===== config.mk =====
export PLATFORM = sky130hd
export DESIGN_NAME = tlb_ctx_sa
export DESIGN_NICKNAME = d
export VERILOG_FILES = /design/src/rtl/tlb_pkg.sv /design/src/rtl/tlb_way_cmp.sv /design/src/rtl/tlb_access_chk.sv /design/src/rtl/tlb_age_next.sv /design/src/rtl/tlb_ctx_sa.sv
export SDC_FILE = /design/constraint.sdc
export NUM_CORES = 2
export LEC_CHECK = 0
export BUFFER_PORTS_ARGS = -buffer_cell sky130_fd_sc_hd__clkbuf_2
export CAP_MARGIN = 10
export CORE_MARGIN = 4
export CORE_UTILIZATION = 57
export CTS_CLUSTER_SIZE = 12
export DETAILED_ROUTE_END_ITERATION = 10
export GPL_ROUTABILITY_DRIVEN = 0
export HOLD_SLACK_MARGIN = 0.03
export PLACE_DENSITY = 0.76
export SKIP_CTS_REPAIR_TIMING = 1
export SYNTH_ARGS = -nofsm -noshare
export SYNTH_HDL_FRONTEND = slang
export SYNTH_SLANG_ARGS = --single-unit

===== constraint.sdc =====
create_clock -name clk -period 13.2 [get_ports clk]
set_input_delay 3.3 -clock clk [delete_from_list [all_inputs] [get_ports clk]]
set_output_delay 3.3 -clock clk [all_outputs]
set_load 0.02 [all_outputs]

===== src/rtl/tlb_pkg.sv =====
package tlb_pkg;
    typedef enum logic [1:0] {
        RES_MISS  = 2'b00,
        RES_HIT   = 2'b01,
        RES_FAULT = 2'b10
    } tlb_res_e;

    localparam int PTE_MAPV  = 0;
    localparam int PTE_RDO   = 1;
    localparam int PTE_PRIV  = 2;
    localparam int ATTR_LO   = 4;
    localparam int ATTR_W    = 8;
endpackage


===== src/rtl/tlb_way_cmp.sv =====
module tlb_way_cmp #(
    parameter int VPN_W = 20,
    parameter int CTX_W = 8
) (
    input  logic             ent_valid,
    input  logic [VPN_W-1:0] ent_vpn,
    input  logic [CTX_W-1:0] ent_ctx,
    input  logic [VPN_W-1:0] req_vpn,
    input  logic [CTX_W-1:0] req_ctx,
    input  logic             req_tagged,
    output logic             match
);
    logic ctx_ok;

    always_comb begin
        ctx_ok = !req_tagged || (ent_ctx == req_ctx);
        match  = ent_valid && (ent_vpn == req_vpn) && ctx_ok;
    end
endmodule


===== src/rtl/tlb_access_chk.sv =====
module tlb_access_chk
    import tlb_pkg::*;
#(
    parameter int ADDR_W = 32,
    parameter int PAGE_W = 12
) (
    input  logic              found,
    input  logic [ADDR_W-1:0] pte,
    input  logic [ADDR_W-1:0] vaddr,
    input  logic              is_write,
    input  logic              is_priv,
    output tlb_res_e          result,
    output logic [ADDR_W-1:0] paddr,
    output logic [ATTR_W-1:0] attr
);
    logic denied;

    always_comb begin
        denied = (is_write && pte[PTE_RDO])
               || (!is_priv && pte[PTE_PRIV])
               || !pte[PTE_MAPV];
        result = RES_MISS;
        paddr  = '0;
        attr   = '0;
        if (found) begin
            attr = pte[ATTR_LO +: ATTR_W];
            if (denied) begin
                result = RES_FAULT;
            end else begin
                result = RES_HIT;
                paddr  = {pte[ADDR_W-1:PAGE_W], vaddr[PAGE_W-1:0]};
            end
        end
    end
endmodule


===== src/rtl/tlb_age_next.sv =====
module tlb_age_next #(
    parameter int WAYS  = 4,
    parameter int AGE_W = 2
) (
    input  logic [WAYS-1:0][AGE_W-1:0] age_in,
    input  logic [AGE_W-1:0]           sel,
    output logic [WAYS-1:0][AGE_W-1:0] age_out
);
    logic [AGE_W-1:0] old_age;

    always_comb begin
        old_age = age_in[sel];
        for (int w = 0; w < WAYS; w++) begin
            if (AGE_W'(w) == sel)
                age_out[w] = AGE_W'(WAYS-1);
            else if (age_in[w] > old_age)
                age_out[w] = age_in[w] - 1'b1;
            else
                age_out[w] = age_in[w];
        end
    end
endmodule


===== src/rtl/tlb_ctx_sa.sv =====
module tlb_ctx_sa
    import tlb_pkg::*;
#(
    parameter int ENTRIES = 16,
    parameter int WAYS    = 4,
    parameter int CTX_W   = 8,
    parameter int ADDR_W  = 32,
    parameter int PAGE_W  = 12
) (
    input  logic              clk,
    input  logic              rst_n,
    input  logic              lk_valid,
    input  logic [ADDR_W-1:0] lk_vaddr,
    input  logic [CTX_W-1:0]  lk_ctx,
    input  logic              lk_write,
    input  logic              lk_priv,
    input  logic              lk_tagged,
    output logic [1:0]        lk_result,
    output logic [ADDR_W-1:0] lk_paddr,
    output logic [7:0]        lk_attr,
    input  logic              fill_valid,
    input  logic [ADDR_W-1:0] fill_vaddr,
    input  logic [CTX_W-1:0]  fill_ctx,
    input  logic [ADDR_W-1:0] fill_pte
);
    localparam int SETS  = ENTRIES / WAYS;
    localparam int VPN_W = ADDR_W - PAGE_W;
    localparam int AGE_W = (WAYS > 1) ? $clog2(WAYS) : 1;
    localparam int SET_W = (SETS > 1) ? $clog2(SETS) : 1;
    localparam int IDX_W = (ENTRIES > 1) ? $clog2(ENTRIES) : 1;

    // entry storage
    logic              ent_valid [ENTRIES];
    logic [VPN_W-1:0]  ent_vpn   [ENTRIES];
    logic [CTX_W-1:0]  ent_ctx   [ENTRIES];
    logic [ADDR_W-1:0] ent_pte   [ENTRIES];
    logic [AGE_W-1:0]  ent_age   [ENTRIES];

    // lookup path
    logic [VPN_W-1:0]            lk_vpn, fl_vpn;
    logic [SET_W-1:0]            lk_set, fl_set;
    logic [IDX_W-1:0]            lk_base, fl_base, hit_idx, fl_idx;
    logic [WAYS-1:0]             lk_match;
    logic [WAYS-1:0][AGE_W-1:0]  lk_ages, lk_ages_nx, fl_ages, fl_ages_nx;
    logic [AGE_W-1:0]            hit_way, fl_way;
    logic                        any_match, hit_update;
    logic [WAYS-1:0]             lk_seen;
    tlb_res_e                    res;
    logic [ATTR_W-1:0]           attr_w;

    assign lk_vpn  = lk_vaddr[ADDR_W-1:PAGE_W];
    assign fl_vpn  = fill_vaddr[ADDR_W-1:PAGE_W];
    assign lk_set  = SET_W'(lk_vpn % VPN_W'(SETS));
    assign fl_set  = SET_W'(fl_vpn % VPN_W'(SETS));
    assign lk_base = IDX_W'(lk_set) * IDX_W'(WAYS);
    assign fl_base = IDX_W'(fl_set) * IDX_W'(WAYS);

    for (genvar w = 0; w < WAYS; w++) begin : g_way
        logic [IDX_W-1:0] li, fi;
        assign li = lk_base + IDX_W'(w);
        assign fi = fl_base + IDX_W'(w);

        tlb_way_cmp #(.VPN_W(VPN_W), .CTX_W(CTX_W)) u_cmp (
            .ent_valid  (ent_valid[li]),
            .ent_vpn    (ent_vpn[li]),
            .ent_ctx    (ent_ctx[li]),
            .req_vpn    (lk_vpn),
            .req_ctx    (lk_ctx),
            .req_tagged (lk_tagged),
            .match      (lk_match[w])
        );

        assign lk_ages[w] = ent_age[li];
        assign fl_ages[w] = ent_age[fi];
    end

    // lowest matching way wins
    always_comb begin
        hit_way = '0;
        for (int w = WAYS-1; w >= 0; w--)
            if (lk_match[w]) hit_way = AGE_W'(w);
        any_match = |lk_match;
        hit_idx   = lk_base + IDX_W'(hit_way);
    end

    // victim is the oldest way (age 0)
    always_comb begin
        fl_way = '0;
        for (int w = 0; w < WAYS; w++)
            if (fl_ages[w] == '0) fl_way = AGE_W'(w);
        fl_idx = fl_base + IDX_W'(fl_way);
    end

    tlb_access_chk #(.ADDR_W(ADDR_W), .PAGE_W(PAGE_W)) u_chk (
        .found    (any_match),
        .pte      (ent_pte[hit_idx]),
        .vaddr    (lk_vaddr),
        .is_write (lk_write),
        .is_priv  (lk_priv),
        .result   (res),
        .paddr    (lk_paddr),
        .attr     (attr_w)
    );

    assign lk_result = res;
    assign lk_attr   = attr_w;

    tlb_age_next #(.WAYS(WAYS), .AGE_W(AGE_W)) u_age_lk (
        .age_in  (lk_ages),
        .sel     (hit_way),
        .age_out (lk_ages_nx)
    );

    tlb_age_next #(.WAYS(WAYS), .AGE_W(AGE_W)) u_age_fl (
        .age_in  (fl_ages),
        .sel     (fl_way),
        .age_out (fl_ages_nx)
    );

    assign hit_update = lk_valid && (res == RES_HIT) && !fill_valid;

    always_ff @(posedge clk) begin
        if (!rst_n) begin
            for (int i = 0; i < ENTRIES; i++) begin
                ent_valid[i] <= 1'b0;
                ent_vpn[i]   <= '0;
                ent_ctx[i]   <= '0;
                ent_pte[i]   <= '0;
                ent_age[i]   <= AGE_W'(i % WAYS);
            end
        end else if (fill_valid) begin
            ent_valid[fl_idx] <= 1'b1;
            ent_vpn[fl_idx]   <= fl_vpn;
            ent_ctx[fl_idx]   <= fill_ctx;
            ent_pte[fl_idx]   <= fill_pte;
            for (int w = 0; w < WAYS; w++)
                ent_age[fl_base + IDX_W'(w)] <= fl_ages_nx[w];
        end else if (hit_update) begin
            for (int w = 0; w < WAYS; w++)
                ent_age[lk_base + IDX_W'(w)] <= lk_ages_nx[w];
        end
    end

    always_comb begin
        lk_seen = '0;
        for (int w = 0; w < WAYS; w++)
            lk_seen[lk_ages[w]] = 1'b1;
    end

    assert_res_code_R8: assert property (@(posedge clk) disable iff (!rst_n)
        lk_result != 2'b11);

    assert_hit_offset_R6: assert property (@(posedge clk) disable iff (!rst_n)
        (lk_result == 2'b01) |-> (lk_paddr[PAGE_W-1:0] == lk_vaddr[PAGE_W-1:0]));

    assert_miss_zero_R7: assert property (@(posedge clk) disable iff (!rst_n)
        (lk_result == 2'b00) |-> (lk_paddr == '0 && lk_attr == '0));

    assert_fill_young_R10: assert property (@(posedge clk) disable iff (!rst_n)
        fill_valid |=> (ent_valid[$past(fl_idx)]
                        && ent_age[$past(fl_idx)] == AGE_W'(WAYS-1)));

    assert_hit_young_R9: assert property (@(posedge clk) disable iff (!rst_n)
        hit_update |=> (ent_age[$past(hit_idx)] == AGE_W'(WAYS-1)));

    assert_age_perm_R9: assert property (@(posedge clk) disable iff (!rst_n)
        &lk_seen);
endmodule


* After elaboration in Yosys (flattened, before gate mapping) *
Memories as Yosys holds them, arrays and structs flattened.
Index checks and enable logic that the tools add are counted.

operators by class
  $add $sub $neg = 16
  magnitude comparators = 10
  equal/unequal tests = 15
  muxes and demuxes = 76
  reductions and logical operators = 40

operator list
  cell                 count
  $mux 32              3
  $eq 20x20->1         4
  $mux 2               34
  $mux 4               12
  $eq 8x8->1           4
  $reduce_or 32->1     1
  $mux 1               22
  $mux 20              1
  $reduce_or 20->1     1
  $add 4x2->4 const B  4
  $gt 2x2->1           8
  $mux 8               2
  $reduce_or 2->1      8
  $sub 2x1->2 const B  8
  $logic_and 1x1->1    12
  $logic_not 2->1      5
  $add 4x1->4 const B  2
  $add 4x2->4          2
  $bmux 2 s2           2
  $eq 2x2->1 const A   4
  $reduce_or 8->1      1
  $logic_or 1x1->1     6
  $lt 2x3->1 const B   2
  $eq 1x2->1 const A   2
  other kinds (4)      7

storage, ports and cells
  register bits = 0
  RAM bits = 1,008
  input bits = 119
  output and inout port bits = 42
  memories kept = 5

memory list
  name       depth  bits a word  rd ports  clocked after memory_dff  wr ports  line              RTL
  ent_pte    16     32           1         0                         16        tlb_ctx_sa.sv:36  logic [ADDR_W-1:0] ent_pte [ENTRIES];
  ent_vpn    16     20           4         0                         16        tlb_ctx_sa.sv:34  logic [VPN_W-1:0] ent_vpn [ENTRIES];
  ent_ctx    16     8            4         0                         16        tlb_ctx_sa.sv:35  logic [CTX_W-1:0] ent_ctx [ENTRIES];
  ent_age    16     2            8         0                         16        tlb_ctx_sa.sv:37  logic [AGE_W-1:0] ent_age [ENTRIES];
  ent_valid  16     1            4         0                         16        tlb_ctx_sa.sv:33  logic ent_valid [ENTRIES];

* Depth between registers and ports, before layout *
An unclocked memory read counts as a cell.

  word-level depth = 25
  gate-level depth with buffers = 24
  mapped depth without buffers = 17

* By module *
Synthesis repeated with hierarchy kept, for this count alone.

unflattened totals
  cells, all modules = 3,519
  area, all modules = 48,335.1 µm²

modules (own cells, without submodules)
  module          instances  cells each  area each (µm²)
  tlb_ctx_sa      1          3,171       45,606.2
  tlb_way_cmp     4          39          315.3
  tlb_access_chk  1          92          739.5
  tlb_age_next    2          50          364.1

* Worst setup path before layout *
No wires, ideal clock.

  path kind = input -> output
  start point = input port lk_vaddr[13]
  end point = output port lk_paddr[10]
  data arrival time = 6.728 ns
  required time = 9.900 ns
  setup slack = 3.172 ns
  stages on the path = 17
  path through = buf_2 buf_2 buf_1 mux4_2 xnor2_1 nand2_1 nor4_2 nand4_4 buf_6 nor2_1 a31oi_1 o211ai_1 nand3_1 o22a_2 nor4_4 buf_6 and2_1

on the way
  longest elaborated chain between the ends = 16
  elaborated cells on any way between the ends = 40

ends and longest elaborated chain
  what                                                          line                                        RTL
  start, declared                                               tlb_ctx_sa.sv:13                            input logic [ADDR_W-1:0] lk_vaddr,
  $add 4x2->4                                                   tlb_ctx_sa.sv:60                            assign li = lk_base + IDX_W'(w);
  $mem_v2 16x20 / $mem_v2 16x8 (equally long branches)          n/a
  $eq 20x20->1 / $eq 8x8->1 (equally long branches)             tlb_way_cmp.sv:17, tlb_way_cmp.sv:16
  $logic_and 1x1->1 / $logic_or 1x1->1 (equally long branches)  tlb_way_cmp.sv:17, tlb_way_cmp.sv:16
  $logic_and 1x1->1                                             tlb_way_cmp.sv:17                           match = ent_valid && (ent_vpn == req_vpn) && ctx_ok;
  $mux 2 (4 in a row)                                           tlb_ctx_sa.sv:81                            if (lk_match[w]) hit_way = AGE_W'(w);
  $add 4x2->4                                                   tlb_ctx_sa.sv:83                            hit_idx = lk_base + IDX_W'(hit_way);
  $mem_v2 16x32                                                 n/a
  $logic_and 1x1->1 (on tied branches)                          tlb_access_chk.sv:19, tlb_access_chk.sv:20
  $logic_or 1x1->1                                              tlb_access_chk.sv:20                        || (!is_priv && pte[PTE_PRIV])
  $logic_or 1x1->1                                              tlb_access_chk.sv:21                        || !pte[PTE_MAPV];
  $mux 32                                                       tlb_access_chk.sv:27                        if (denied) begin
  $mux 32 *                                                     tlb_access_chk.sv:25                        if (found) begin
  end, declared                                                 tlb_ctx_sa.sv:19                            output logic [ADDR_W-1:0] lk_paddr,

Every way passes the cells marked *; elsewhere a longest branch is shown, timed or not.

* Worst setup path after layout *
  start point = input port lk_vaddr[13]
  end point = output port lk_paddr[16]

Same word-level chain as after synthesis.

==> impl_metrics.csv <==
group,metric,value,unit
die,ios,161,
layout,final_area,0.0518,mm^2
yosys,synth_most_common_cell,"edfxtp_1",
drt,wl_per_cell,27.2,um
placed_design,io_buffer_count,147,
power_and_ir_drop,leakage,21.1,nW
cts,clk_path_buf_depth,3,
yosys,syn_area,0.0473,mm^2
layout,fillers,5914,
drt,via_count,31700,
cts,cts_sinks,992,
grt,grt_pass1_wl,195,mm
layout,drive_above_1_share,0.143,
placed_design,preCtsSetupSlack,1390,ps
layout,final_util,0.631,
cts,clkLatencyLatePin,670,ps
timing,fin_ws,1190,ps
timing,setup_viol,0,
setup_path,cp-startpoint,"lk_vaddr[13]",
timing,skew,24.0,ps
setup_path,slowest_stage,"nor4b_2",
die,die_h,296,um
placed_design,hpwl,70.5,mm
drt,first_iter_violations,4236,
setup_path,required,9900,ps
grt,grt_pass1_vias,31200,
setup_path,crit_type,"in2out",
timing,fin_tns_setup,0,ps
grt,grt_max_degree,105,
setup_path,r2r_end,"ent_age[3][0]",
die,core.rowCount,105,
setup_path,r2r_slack,6720,ps
layout,ff_latch_area,0.0296,mm^2
yosys,ys.flop_type,"edfxtp_1",
layout,fin_nets,3804,
yosys,netlist_instances,3685,
yosys,synth.area.top_cells,"edfxtp_1 (62%), and3_1 (7.6%), mux4_2 (5.5%)",
setup_path,worstPathCellList,"clkbuf_8 > mux2i_1 > xnor2_1 > a2111oi_0 > a41oi_1 > nor4b_2 > and2_1 > nand3_4 > o21ai_0 > o22ai_1 > a2111oi_0 > a41oi_1 > and2_1 > clkbuf_2",
setup_path,critPathBufInv,2,
flow_run,drv_cap,0,
yosys,ys_seq_elements,992,
layout,area_growth,9.66,%
timing,slew_viol_final,0,
timing,fin_crit,12010,ps
setup_path,critPathMaxFanout,89,
setup_path,reg2regPathDepth,18,
yosys,synth_enable_flop_cells,976,
cts,htree_levels,3,
yosys,ys_types,94,
status,status,"finished clean",
setup_path,path_depth,14,
timing,grt_setup_unrepaired,"false",
setup_path,rr_startpoint,"ent_vpn[3][0]",
die,die_width,296,um
drt,via_per_inst,6.61,
die,core-area,0.0821,mm^2
power_and_ir_drop,power_density,132,mW/mm^2
die,fp.dieArea,0.0876,mm^2
cts,cts_root_buf,"clkbuf_16",
die,start_util,0.576,
timing,final_hold_viol_count,0,
setup_path,path_delay_family,"compound AO/OA/AOI/OAI gates",
drt,drc_errors,0,
setup_path,cp.arrival,8710,ps
drt,first_pass_iters,6,
power_and_ir_drop,total_power,6.84,mW
timing,max_slew.worst_pin.slew,1220,ps
cts,cts_buffers,101,
grt,grt_usage,0.297,
grt,antenna_found_initial,11,
cts,cts_tree,"yes",
grt,grt_overflow_total,0,
timing,fmax,0.0833,GHz
setup_path,endpoint_kind,"output pin",
yosys,yosys.area.top_type,"edfxtp_1",
yosys,yosys.area.top_type_share,0.620,
power_and_ir_drop,ir_worst_vdd,0.121,mV
yosys,synthArstFlopShare,0,
setup_path,endpoint,"lk_paddr[16]",
placed_design,postPlaceCellArea,0.0488,mm^2
hold_path,hp-class,"reg2reg",
setup_path,cpPeakStageDelay,670,ps
cts,clkTransAtPathRegs,60,ps
layout,multi_input_area,0.0163,mm^2
yosys,yosysWarnings,0,
drt,postRouteAntennaNets,0,
setup_path,startpoint_type,"input port",
drt,wirelength,130,mm
yosys,ys_seq_area_frac,0.627,
yosys,synth_commonest_cells,"edfxtp_1 (976), and3_1 (576), and2_1 (368)",
timing,worst_slew_margin_rel,0.186,
yosys,syn_avg_cell_area,12.8,um^2
timing,min_period_over_period,0.910,
==> cell usage in the layout, fill, tap and decap left out, types with 25 or more instances in the layout <==
| cell | synthesis | final |
|---|---|---|
| a22oi_1 | 26 | 26 |
| and2_1 | 368 | 366 |
| and3_1 | 576 | 576 |
| buf_4 | 10 | 77 |
| clkbuf_16 | 0 | 105 |
| clkbuf_2 | 0 | 145 |
| edfxtp_1 | 976 | 976 |
| inv_1 | 30 | 29 |
| mux4_2 | 115 | 115 |
| nand2_1 | 67 | 66 |
| nand3_1 | 42 | 42 |
| nand4_1 | 30 | 30 |
| nor2_1 | 345 | 338 |
| nor3_1 | 70 | 68 |
| nor3b_1 | 46 | 46 |
| o21ai_0 | 175 | 163 |
| o22ai_1 | 25 | 25 |
| xnor2_1 | 102 | 102 |
==> worst register-to-register path, stage by stage, from the launching register on <==
cell and delay [ps]:
edfxtp_1 340, or2_2 300, mux4_2 520, a311o_1 380
nand3b_1 210, nor4b_2 630, and2_1 540, nand3_4 510
buf_4 410, buf_4 210, o22ai_1 110, nor2_1 70
o21ai_0 250, ha_1 350, nor2b_1 140, o21ai_0 240
nor2_1 110, nor4b_1 700, a31oi_1 170
==> where the power goes <==
| group | leakage [nW] | total [mW] | internal [mW] | switching [mW] |
|---|---|---|---|---|
| registers | 10.2 | 3.61 | 3.58 | 0.0323 |
| logic | 9.47 | 0.529 | 0.167 | 0.362 |
| clock network | 1.49 | 2.70 | 1.54 | 1.16 |
| total | 21.1 | 6.84 | 5.29 | 1.55 |
==> per-stage QoR <==
| stage | cells | hold slack (ps) |
|---|---|---|
| floorplan | 3700 | 419 |
| global placement | 4632 | 428 |
| detailed placement | 4632 | 442 |
| CTS | 4794 | 455 |
| global route | 4798 | 465 |
| finish | 4801 | 454 |
==> worst min-delay path by stage <==
stage | from | end | slack [ps] | cells after the start
floorplan | ent_valid[15] | ent_valid[15] | 420 | 1
global placement | ent_valid[4] | ent_valid[4] | 430 | 1
detailed placement | ent_valid[1] | ent_valid[1] | 440 | 1
CTS | ent_valid[1] | ent_valid[1] | 460 | 1
global route | ent_valid[1] | ent_valid[1] | 470 | 1
finish | ent_valid[5] | ent_valid[5] | 450 | 1
==> kinds of logic after synthesis <==
kind of cell	count (synthesis)	share of synthesized area
xor+xnor	114	0.0213
fa+ha+maj	20	0.00529
compound gates	400	0.0564
buf+inv	397	0.0358
simple gates	1628	0.196
flops	992	0.627
other cells	1	0.0000793
mux	133	0.0590
==> routing by layer <==
| layer | track usage | vias up | wire [um] |
|---|---|---|---|
| met3 | 0.0476 | 356 | 15200 |
| met4 | 0.123 | 4 | 5280 |
| li1 | - | 13600 | - |
| met1 | 0.416 | 15700 | 49000 |
| met5 | 0 | - | 28 |
| met2 | 0.471 | 2067 | 61000 |
==> state kept, by name (all words and copies together), names as in the netlist <==
register	flops
ent_age	32
ent_vpn	320
ent_ctx	128
ent_pte	496
ent_valid	16
==> layout make-up <==
type	instances	share of cell area
inverters	31	0.00224
diodes	7	0.000338
clock buffers	127	0.0527
repair buffers	228	0.0272
multi-input cells	2311	0.314
well taps	1070	0.0258
clock inverters	35	0.00594
flip-flops and latches	992	0.571
Note: power is estimated with default switching activity, not from simulation.
